`config.mk`:
```
export PLATFORM = sky130hd
export DESIGN_NAME = rmx_unit
export DESIGN_NICKNAME = d
export VERILOG_FILES = /design/src/rtl/rmx_pkg.sv /design/src/rtl/rmx_ctl_regs.sv /design/src/rtl/rmx_xlate_core.sv /design/src/rtl/rmx_unit.sv
export SDC_FILE = /design/constraint.sdc
export NUM_CORES = 1
export LEC_CHECK = 0
export CORE_MARGIN = 1
export CORE_UTILIZATION = 35
export CTS_CLUSTER_DIAMETER = 120
export DETAILED_ROUTE_END_ITERATION = 12
export SYNTH_ARGS = -nofsm -noshare
export SYNTH_HDL_FRONTEND = slang
export SYNTH_SLANG_ARGS = --single-unit
```
`constraint.sdc`:
```
create_clock -name clk -period 2.6 [get_ports clk]
set_input_delay 0.39 -clock clk [delete_from_list [all_inputs] [get_ports clk]]
set_output_delay 0.39 -clock clk [all_outputs]
set_load 0.005 [all_outputs]
```
`src/rtl/rmx_pkg.sv`:
```
package rmx_pkg;

   typedef enum logic [1:0] {
      ACC_LOAD  = 2'd0,
      ACC_STORE = 2'd1,
      ACC_FETCH = 2'd2,
      ACC_RSVD  = 2'd3
   } acc_kind_e;

   typedef enum logic [1:0] {
      FC_NONE  = 2'd0,
      FC_ISTOR = 2'd1,
      FC_DSTOR = 2'd2,
      FC_MCHK  = 2'd3
   } fault_cls_e;

   localparam logic [31:0] ST_BOUND = 32'h0800_0000;
   localparam logic [31:0] ST_STORE = 32'h0200_0000;

   // Size code to byte limit; undefined codes give zero.
   function automatic logic [63:0] size_decode(input logic [3:0] code);
      logic [63:0] lim;
      case (code)
         4'h1:    lim = 64'h1 << 34;
         4'h2:    lim = 64'h1 << 30;
         4'h4:    lim = 64'h1 << 28;
         4'h7:    lim = 64'h1 << 27;
         4'h3:    lim = 64'h1 << 26;
         4'h8:    lim = 64'h1 << 25;
         default: lim = '0;
      endcase
      return lim;
   endfunction

endpackage

```
`src/rtl/rmx_ctl_regs.sv`:
```
module rmx_ctl_regs
   import rmx_pkg::*;
#(
   parameter int AW        = 64,
   parameter int CW        = 8,
   parameter int VRM_BIT   = 0,
   parameter int SZ_LSB    = 4,
   parameter bit REG_LIMIT = 1'b1
) (
   input  logic          clk,
   input  logic          rst_n,
   input  logic          ctl_we,
   input  logic [CW-1:0] ctl_wdata,
   input  logic          hoff_we,
   input  logic [AW-1:0] hoff_wdata,
   input  logic          goff_we,
   input  logic [AW-1:0] goff_wdata,
   output logic          vrm_en,
   output logic [AW-1:0] limit,
   output logic [AW-1:0] hoff,
   output logic [AW-1:0] goff
);

   localparam int CODE_W = 4;

   generate
      if (CW < SZ_LSB + CODE_W || VRM_BIT >= CW) begin : g_bad_cw
         $error("rmx_ctl_regs: control field positions exceed CW");
      end
   endgenerate

   logic [CODE_W-1:0] wr_code;
   logic [63:0]       wr_lim;
   logic              unused_ctl_bits;

   assign wr_code         = ctl_wdata[SZ_LSB +: CODE_W];
   assign wr_lim          = size_decode(wr_code);
   assign unused_ctl_bits = ^ctl_wdata;

   always_ff @(posedge clk) begin
      if (!rst_n) begin
         vrm_en <= 1'b0;
         hoff   <= '0;
         goff   <= '0;
      end else begin
         if (ctl_we)  vrm_en <= ctl_wdata[VRM_BIT];
         if (hoff_we) hoff   <= hoff_wdata;
         if (goff_we) goff   <= goff_wdata;
      end
   end

   generate
      if (REG_LIMIT) begin : g_reg_limit
         // Decode at write time; the compare path sees a flop.
         logic [AW-1:0] limit_q;
         always_ff @(posedge clk) begin
            if (!rst_n)      limit_q <= '0;
            else if (ctl_we) limit_q <= wr_lim[AW-1:0];
         end
         assign limit = limit_q;
      end else begin : g_comb_limit
         // Keep the raw code and decode on every access.
         logic [CODE_W-1:0] code_q;
         logic [63:0]       rd_lim;
         always_ff @(posedge clk) begin
            if (!rst_n)      code_q <= '0;
            else if (ctl_we) code_q <= wr_code;
         end
         assign rd_lim = size_decode(code_q);
         assign limit  = rd_lim[AW-1:0];
      end
   endgenerate


   bad_code_zero_chk: assert property (@(posedge clk) disable iff (!rst_n)
      (ctl_we && !(wr_code inside {4'h1, 4'h2, 4'h3, 4'h4, 4'h7, 4'h8}))
      |=> (limit == '0));


   limit_follows_write_chk: assert property (@(posedge clk) disable iff (!rst_n)
      (ctl_we && wr_code == 4'h1) |=> (limit == AW'(64'h4_0000_0000)));

endmodule

```
`src/rtl/rmx_xlate_core.sv`:
```
module rmx_xlate_core
   import rmx_pkg::*;
#(
   parameter int AW = 64
) (
   input  logic [1:0]    kind,
   input  logic [AW-1:0] ea,
   input  logic          hv_state,
   input  logic          hv_support,
   input  logic          vrm_en,
   input  logic          page_ok,
   input  logic [AW-1:0] limit,
   input  logic [AW-1:0] hoff,
   input  logic [AW-1:0] goff,
   output logic [AW-1:0] ra,
   output logic          fault,
   output logic [1:0]    cls,
   output logic [31:0]   status,
   output logic          vseg
);

   localparam logic [AW-1:0] EA_MASK = {4'b0000, {(AW-4){1'b1}}};

   logic [AW-1:0] base;
   assign base = ea & EA_MASK;

   always_comb begin
      ra     = base;
      fault  = 1'b0;
      cls    = FC_NONE;
      status = '0;
      vseg   = 1'b0;
      if (hv_state || !hv_support) begin
         if (!ea[AW-1]) ra = base | hoff;
      end else if (vrm_en) begin
         if (page_ok) begin
            vseg = 1'b1;
         end else begin
            ra    = '0;
            fault = 1'b1;
            cls   = FC_MCHK;
         end
      end else if (base < limit) begin
         ra = base | goff;
      end else begin
         ra    = '0;
         fault = 1'b1;
         if (kind == ACC_FETCH) begin
            cls    = FC_ISTOR;
            status = ST_BOUND;
         end else begin
            cls    = FC_DSTOR;
            status = ST_BOUND | ((kind == ACC_STORE) ? ST_STORE : 32'h0);
         end
      end
   end

endmodule

```
`src/rtl/rmx_unit.sv`:
```
module rmx_unit
   import rmx_pkg::*;
#(
   parameter int AW        = 64,
   parameter int CW        = 8,
   parameter int VRM_BIT   = 0,
   parameter int SZ_LSB    = 4,
   parameter bit REG_LIMIT = 1'b1
) (
   input  logic          clk,
   input  logic          rst_n,
   input  logic          ctl_we,
   input  logic [CW-1:0] ctl_wdata,
   input  logic          hoff_we,
   input  logic [AW-1:0] hoff_wdata,
   input  logic          goff_we,
   input  logic [AW-1:0] goff_wdata,
   input  logic          req_valid,
   input  logic [1:0]    req_kind,
   input  logic [AW-1:0] req_ea,
   input  logic          hv_state,
   input  logic          hv_support,
   input  logic          ifetch_reloc,
   input  logic          data_reloc,
   input  logic          vseg_page_ok,
   output logic          rsp_valid,
   output logic [AW-1:0] rsp_ra,
   output logic          rsp_fault,
   output logic [1:0]    rsp_class,
   output logic [31:0]   rsp_status,
   output logic          rsp_vseg
);

   generate
      if (AW < 36 || AW > 64) begin : g_bad_aw
         $error("rmx_unit: AW must lie in 36..64");
      end
   endgenerate

   logic          vrm_en;
   logic [AW-1:0] limit, hoff, goff;
   logic [AW-1:0] c_ra;
   logic          c_fault, c_vseg;
   logic [1:0]    c_cls;
   logic [31:0]   c_status;
   logic          reloc_off, accept;

   rmx_ctl_regs #(
      .AW(AW), .CW(CW), .VRM_BIT(VRM_BIT), .SZ_LSB(SZ_LSB), .REG_LIMIT(REG_LIMIT)
   ) regs_i (
      .clk(clk), .rst_n(rst_n),
      .ctl_we(ctl_we), .ctl_wdata(ctl_wdata),
      .hoff_we(hoff_we), .hoff_wdata(hoff_wdata),
      .goff_we(goff_we), .goff_wdata(goff_wdata),
      .vrm_en(vrm_en), .limit(limit), .hoff(hoff), .goff(goff)
   );

   rmx_xlate_core #(.AW(AW)) core_i (
      .kind(req_kind), .ea(req_ea),
      .hv_state(hv_state), .hv_support(hv_support),
      .vrm_en(vrm_en), .page_ok(vseg_page_ok),
      .limit(limit), .hoff(hoff), .goff(goff),
      .ra(c_ra), .fault(c_fault), .cls(c_cls), .status(c_status), .vseg(c_vseg)
   );

   always_comb begin
      case (req_kind)
         ACC_FETCH:           reloc_off = !ifetch_reloc;
         ACC_LOAD, ACC_STORE: reloc_off = !data_reloc;
         default:             reloc_off = 1'b0;
      endcase
   end
   assign accept = req_valid && reloc_off;

   always_ff @(posedge clk) begin
      if (!rst_n) begin
         rsp_valid  <= 1'b0;
         rsp_ra     <= '0;
         rsp_fault  <= 1'b0;
         rsp_class  <= FC_NONE;
         rsp_status <= '0;
         rsp_vseg   <= 1'b0;
      end else begin
         rsp_valid <= accept;
         if (accept) begin
            rsp_ra     <= c_ra;
            rsp_fault  <= c_fault;
            rsp_class  <= c_cls;
            rsp_status <= c_status;
            rsp_vseg   <= c_vseg;
         end
      end
   end


   strobe_source_chk: assert property (@(posedge clk) disable iff (!rst_n)
      rsp_valid |-> $past(req_valid && req_kind != 2'd3));


   rsvd_kind_quiet_chk: assert property (@(posedge clk) disable iff (!rst_n)
      (req_valid && req_kind == 2'd3) |=> !rsp_valid);


   fetch_bound_status_chk: assert property (@(posedge clk) disable iff (!rst_n)
      (rsp_valid && rsp_class == FC_ISTOR) |-> (rsp_status == 32'h0800_0000));


   fault_vseg_excl_chk: assert property (@(posedge clk) disable iff (!rst_n)
      $onehot0({rsp_fault, rsp_vseg}));


   mchk_status_chk: assert property (@(posedge clk) disable iff (!rst_n)
      (rsp_valid && rsp_class == FC_MCHK) |-> (rsp_status == 32'h0 && rsp_fault));


   hv_no_fault_chk: assert property (@(posedge clk) disable iff (!rst_n)
      (req_valid && reloc_off && hv_state) |=> !rsp_fault);

endmodule

```
; ---- After elaboration in Yosys (flattened, before gate mapping)
; Cells that the tools add are included.
[word_totals]
out_inout_bits = 101
romBits = 0
n_memories = 0
mem_bits_rw = 0
latchBits = 0
register_bits = 294
[classes]
reduce_logical = 7
add_sub_neg = 0
eq_ne = 8
order_cmp = 1
div = 0
mux = 24
shifts = 0
bitwise_logic = 2
n_mul = 0
[ops]
columns = op, count
row1 = $mux 64, 4
row2 = $pmux 35 s6, 1
row3 = $mux 32, 4
row4 = $or 60x64->64, 2
row5 = $lt 60x64->1, 1
row6 = $mux 60, 1
row7 = $mux 26, 1
row8 = $mux 2, 5
row9 = $eq 4x2->1 const B, 2
row10 = $eq 4x3->1 const B, 2
row11 = $mux 1, 7
row12 = $eq 4x1->1 const B, 1
row13 = $eq 4x4->1 const B, 1
row14 = $logic_not 1->1, 3
row15 = $eq 2x1->1 const B, 1
row16 = $eq 2x2->1 const B, 1
row17 = $logic_not 2->1, 1
row18 = $pmux 1 s2, 1
row19 = $reduce_or 2->1, 1
row20 = $logic_and 1x1->1, 1
row21 = $logic_or 1x1->1, 1

; ---- Depth between registers and ports, before layout
[depth]
word_depth = 6
depth_mapped = 10
ltp_nobuf = 8

; ---- Hierarchy
; From an unflattened synthesis, not the netlist that was laid out.
[unflattened]
cells_unflattened = 1428
area_unflattened_um2 = 12789.8
[by_module_without_submodules]
columns = module, instances, area_each_um2, seq_area_each_um2, cells_per_inst
row1 = rmx_ctl_regs, 1, 5592.9, 2702.6, 502
row2 = rmx_unit, 1, 4003.8, 2021.9, 438
row3 = rmx_xlate_core, 1, 3193.1, 0.0, 488

; ---- Least setup slack after synthesis
; OpenSTA, ideal clock, no wires.
[synth_path]
path_kind = input-to-reg
startpoint = input req_ea[30]
endpoint = register rsp_ra[44]
n_path_buf = 2
setup_slack_ns = 0.567
arrival_time_ns = 1.910
t_required_ns = 2.478
cell_stages = 9
setup_time_ns = 0.122
path_cell_list = ha_1 > and4bb_1 > o21ai_1 > o211a_1 > or2_1 > buf_6 > buf_6 > a311oi_1 > nor3_1
[synth_via]
elab_chain_len = 4
[synth_rtl]
columns = item, line_no
row1 = start: declaration, rmx_unit.sv:20  ; input logic [AW-1:0] req_ea,
row2 = $lt 60x64->1, rmx_xlate_core.sv:43  ; end else if (base < limit) begin
row3 = $mux 64, rmx_xlate_core.sv:43
row4 = $mux 64, rmx_xlate_core.sv:35  ; end else if (vrm_en) begin
row5 = $mux 64, rmx_xlate_core.sv:33  ; if (hv_state || !hv_support) begin
row6 = end signal: assignment, rmx_unit.sv:86  ; rsp_ra <= c_ra;
row7 = end: declaration, rmx_unit.sv:27  ; output logic [AW-1:0] rsp_ra,
; Every way passes these cells.
; A chain may end at the register's enable or synchronous reset.

; ---- Final worst setup path
[layout_path]
startpoint = register regs_i.g_reg_limit.limit_q[30] (netlist: regs_i.limit[30])
endpoint = register rsp_ra[9]
[layout_via]
elab_chain_len = 4
[layout_rtl]
columns = item, line_no
row1 = start: declaration, rmx_ctl_regs.sv:55  ; logic [AW-1:0] limit_q;
row2 = start signal: assignment, rmx_ctl_regs.sv:58  ; else if (ctl_we) limit_q <= wr_lim[AW-1:0];
row3 = $lt 60x64->1, rmx_xlate_core.sv:43
row4 = $mux 64, rmx_xlate_core.sv:43
row5 = $mux 64, rmx_xlate_core.sv:35
row6 = $mux 64, rmx_xlate_core.sv:33
; Every way passes these cells.

==> impl_metrics.toml <==
[clock_tree]
cts_buffers = 24
cts_tree = "yes"
insertion_delay_ns = 0.50
post_cts_buffers = 0
path_clk_slew_ns = 0.06
ctsLongestPathBuffers = 3
clockRootBuffer = "clkbuf_16"
ctsHoldBuffers = 0
cts_num_sinks = 206
cts-resized-gates = 0
cts-htree-levels = 1

[drt]
vias_per_cell = 5.28
drt-initial-drc-count = 651
drc_errors = 0
drt_wl_total_um = 31800
vias = 9091
ant_nets = 0
dr.pass1.iters = 5
wl_per_cell_um = 18.5

[global_routing]
grtUsageTotal_pct = 21.9
overflow = 0
grt_pass1_wl_um = 49300
grt_pass1_vias = 8903
antenna_found_initial = 1
grt_max_degree = 75

[floorplan]
ioPinCount = 314
die_area_um2 = 28200
rows = 60
start_util_pct = 35.8
core_um2 = 27000
die_w_um = 168
die_h_um = 168

[critical_path]
crit_type = "register to register"
crit_start = "regs_i.limit[30]"
crit_family = "compound AO/OA/AOI/OAI gates"
worstSetupPathDepth = 9
r2r-start = "regs_i.limit[30]"
end_kind = "register"
worstPathCellList = "inv_1 -> ha_1 -> and4bb_1 -> o21ai_1 -> o211a_1 -> or2_2 -> buf_12 -> a311oi_1 -> nor3_1"
arrival_ns = 2.68
crit_slowest_cell = "or2_2"
worstPathBufferInverterCount = 2
startpoint_type = "register"
required_ns = 2.98
critical_path.max_stage_delay_ns = 0.35
crit_fanout = 46
reg2reg_depth = 9

[synthesis]
synth_area_leaders = "dfxtp_1 (43%), mux2i_1 (13%), o21ai_0 (6.6%), nor3_1 (6.3%), nor2_1 (5.6%)"
synth_common_cells = "dfxtp_1 (206), nor2_1 (145), mux2i_1 (129), o21ai_0 (128), nor3_1 (121)"
ys_seq_area_share_pct = 42.8
syn-instance-count = 1116
async_flop_share_pct = 0
yosysTopAreaCell = "dfxtp_1"
synthDistinctLibCells = 36
avgSynthCellArea_um2 = 8.64
syn-cell-area_um2 = 9640
synthMostInstantiatedCell = "dfxtp_1"
yosysWarnings = 0
ys_ff_latch = 206
netlist.area_leader.share_pct = 42.8
synth_edf_count = 0
synth_flop_cell = "dfxtp_1"

[sta]
min_period_ns = 2.29
fmax_mhz = 436
fin_skew_ns = 0.00839
max_slew_margin_pct = 50.5
grt_setup_unrepaired = "no"
hold_ws_ns = 0.359
slew_viol_final = 0
hold_viol = 0
finalSetupViolCount = 0
worst_pin_slew_ns = 0.743
fin_tns_setup_ns = 0
fin_crit_sh_pct = 88.2

[pwr]
p_per_area_nw_per_um2 = 598
p_int_mw = 6.17
switchingPower_mw = 1.96
p_leak_nw = 5.36
pwr-share-seq_pct = 42.3
clkPwrFrac_pct = 43.0
finalPower_mw = 8.14
peakVddDrop_uv = 486
switching_share_pct = 24.1
pwr-share-comb_pct = 14.7

[hold_path]
min_path_type = "input pin to register"
hold_depth = 3
min-delay-start = "rst_n"

[cells_and_area]
layoutNonFillerInstCount = 1722
utilization_pct = 50.5
syn_to_final_growth_pct = 41.2
drive_above_1_share_pct = 7.46
finish.net_count = 1580

[run_status]
status = "completed"

[place]
numPortBuffers = 277
hpwl_um = 20500
gp_congestion = 0.815
dpl.cell_count = 1677

[run]
max-cap-violations = 0
power by group through the flow:
stage / Combinational, mW / Clock (mW) / Sequential (mW)
6_report: 1.20 / 3.50 / 3.44
5_1_grt: 1.30 / 3.71 / 3.46
4_1_cts: 1.21 / 3.58 / 3.44
3_5_place_dp: 1.20 / 0 / 3.51
3_3_place_gp: 1.19 / 0 / 3.51
2_1_floorplan: 0.569 / 0 / 3.49
cell usage in the layout, fill, tap and decap left out, types with 5 or more instances in the layout:
master | synthesis | routed
nand2_1 | 8 | 8
inv_1 | 10 | 9
clkinv_2 | 0 | 7
clkbuf_1 | 61 | 5
a21oi_1 | 73 | 73
nor4_1 | 5 | 5
clkdlybuf4s50_1 | 0 | 274
nor3_1 | 121 | 121
nor2_1 | 145 | 143
dfxtp_1 | 206 | 205
o21ai_0 | 128 | 128
buf_12 | 0 | 13
ha_1 | 5 | 5
a311oi_2 | 9 | 9
buf_4 | 30 | 31
nor2b_1 | 63 | 62
clkbuf_16 | 0 | 25
a311oi_1 | 51 | 51
mux2i_1 | 129 | 129
nand4_1 | 7 | 7
conb_1 | 1 | 30
kinds of logic after synthesis:
group,share of synthesized area (%)
buffers and inverters,7.38
AOI/OAI and AO/OA,17.8
other,0.0389
muxes,13.4
and+or+nand+nor,17.9
DFF,42.8
adders and majority gates,0.649
per-stage QoR:
| step | cell area [µm²] | setup WS [ns] |
|---|---|---|
| final | 13600 | 0.308 |
| after global routing | 13600 | 0.137 |
| after CTS | 13600 | 0.290 |
| after detailed placement | 12800 | -0.213 |
| after global placement | 12800 | -0.139 |
| after floorplan | 9750 | 0.567 |
worst paths after layout:
check,end,slack (ns)
max,rsp_ra[9],0.31
min,regs_i.goff[0],0.36
max reg2reg,rsp_ra[9],0.31
min reg2reg,rsp_vseg,0.45
worst min-delay path: cells and delay by family:
family / cells / cell delay, ns
buffers and inverters: 2 / 0.28
AND/OR/NAND/NOR: 1 / 0.15
registers in the layout, indices dropped and copies added (netlist names):
signal / cells
rsp_ra: 64
regs_i.goff: 64
regs_i.hoff: 64
rsp_fault: 1
regs_i.limit: 6
rsp_valid: 1
rsp_status: 2
rsp_vseg: 1
regs_i.vrm_en: 1
rsp_class: 2
layout make-up:
cell class	count	area (µm²)
Fill cell	2567	13300
Multi-Input combinational cell	800	4950
Sequential cell	206	4130
Timing Repair Buffer	319	3240
Clock buffer	34	699
Tap cell	341	427
Clock inverter	10	125
Inverter	11	43.8
Antenna cell	1	2.50
routing by layer:
| layer | track usage, % | routed length (µm) | vias up | share of wire (%) |
|---|---|---|---|---|
| met5 | 0 | 0 | - | 0 |
| li1 | - | - | 4444 | - |
| met2 | 37.3 | 15000 | 321 | 47 |
| met3 | 5.29 | 2470 | 48 | 7.8 |
| met4 | 5.94 | 701 | 0 | 2.2 |
| met1 | 27.5 | 13700 | 4278 | 43 |
Note: power is estimated with default switching activity, not from simulation.
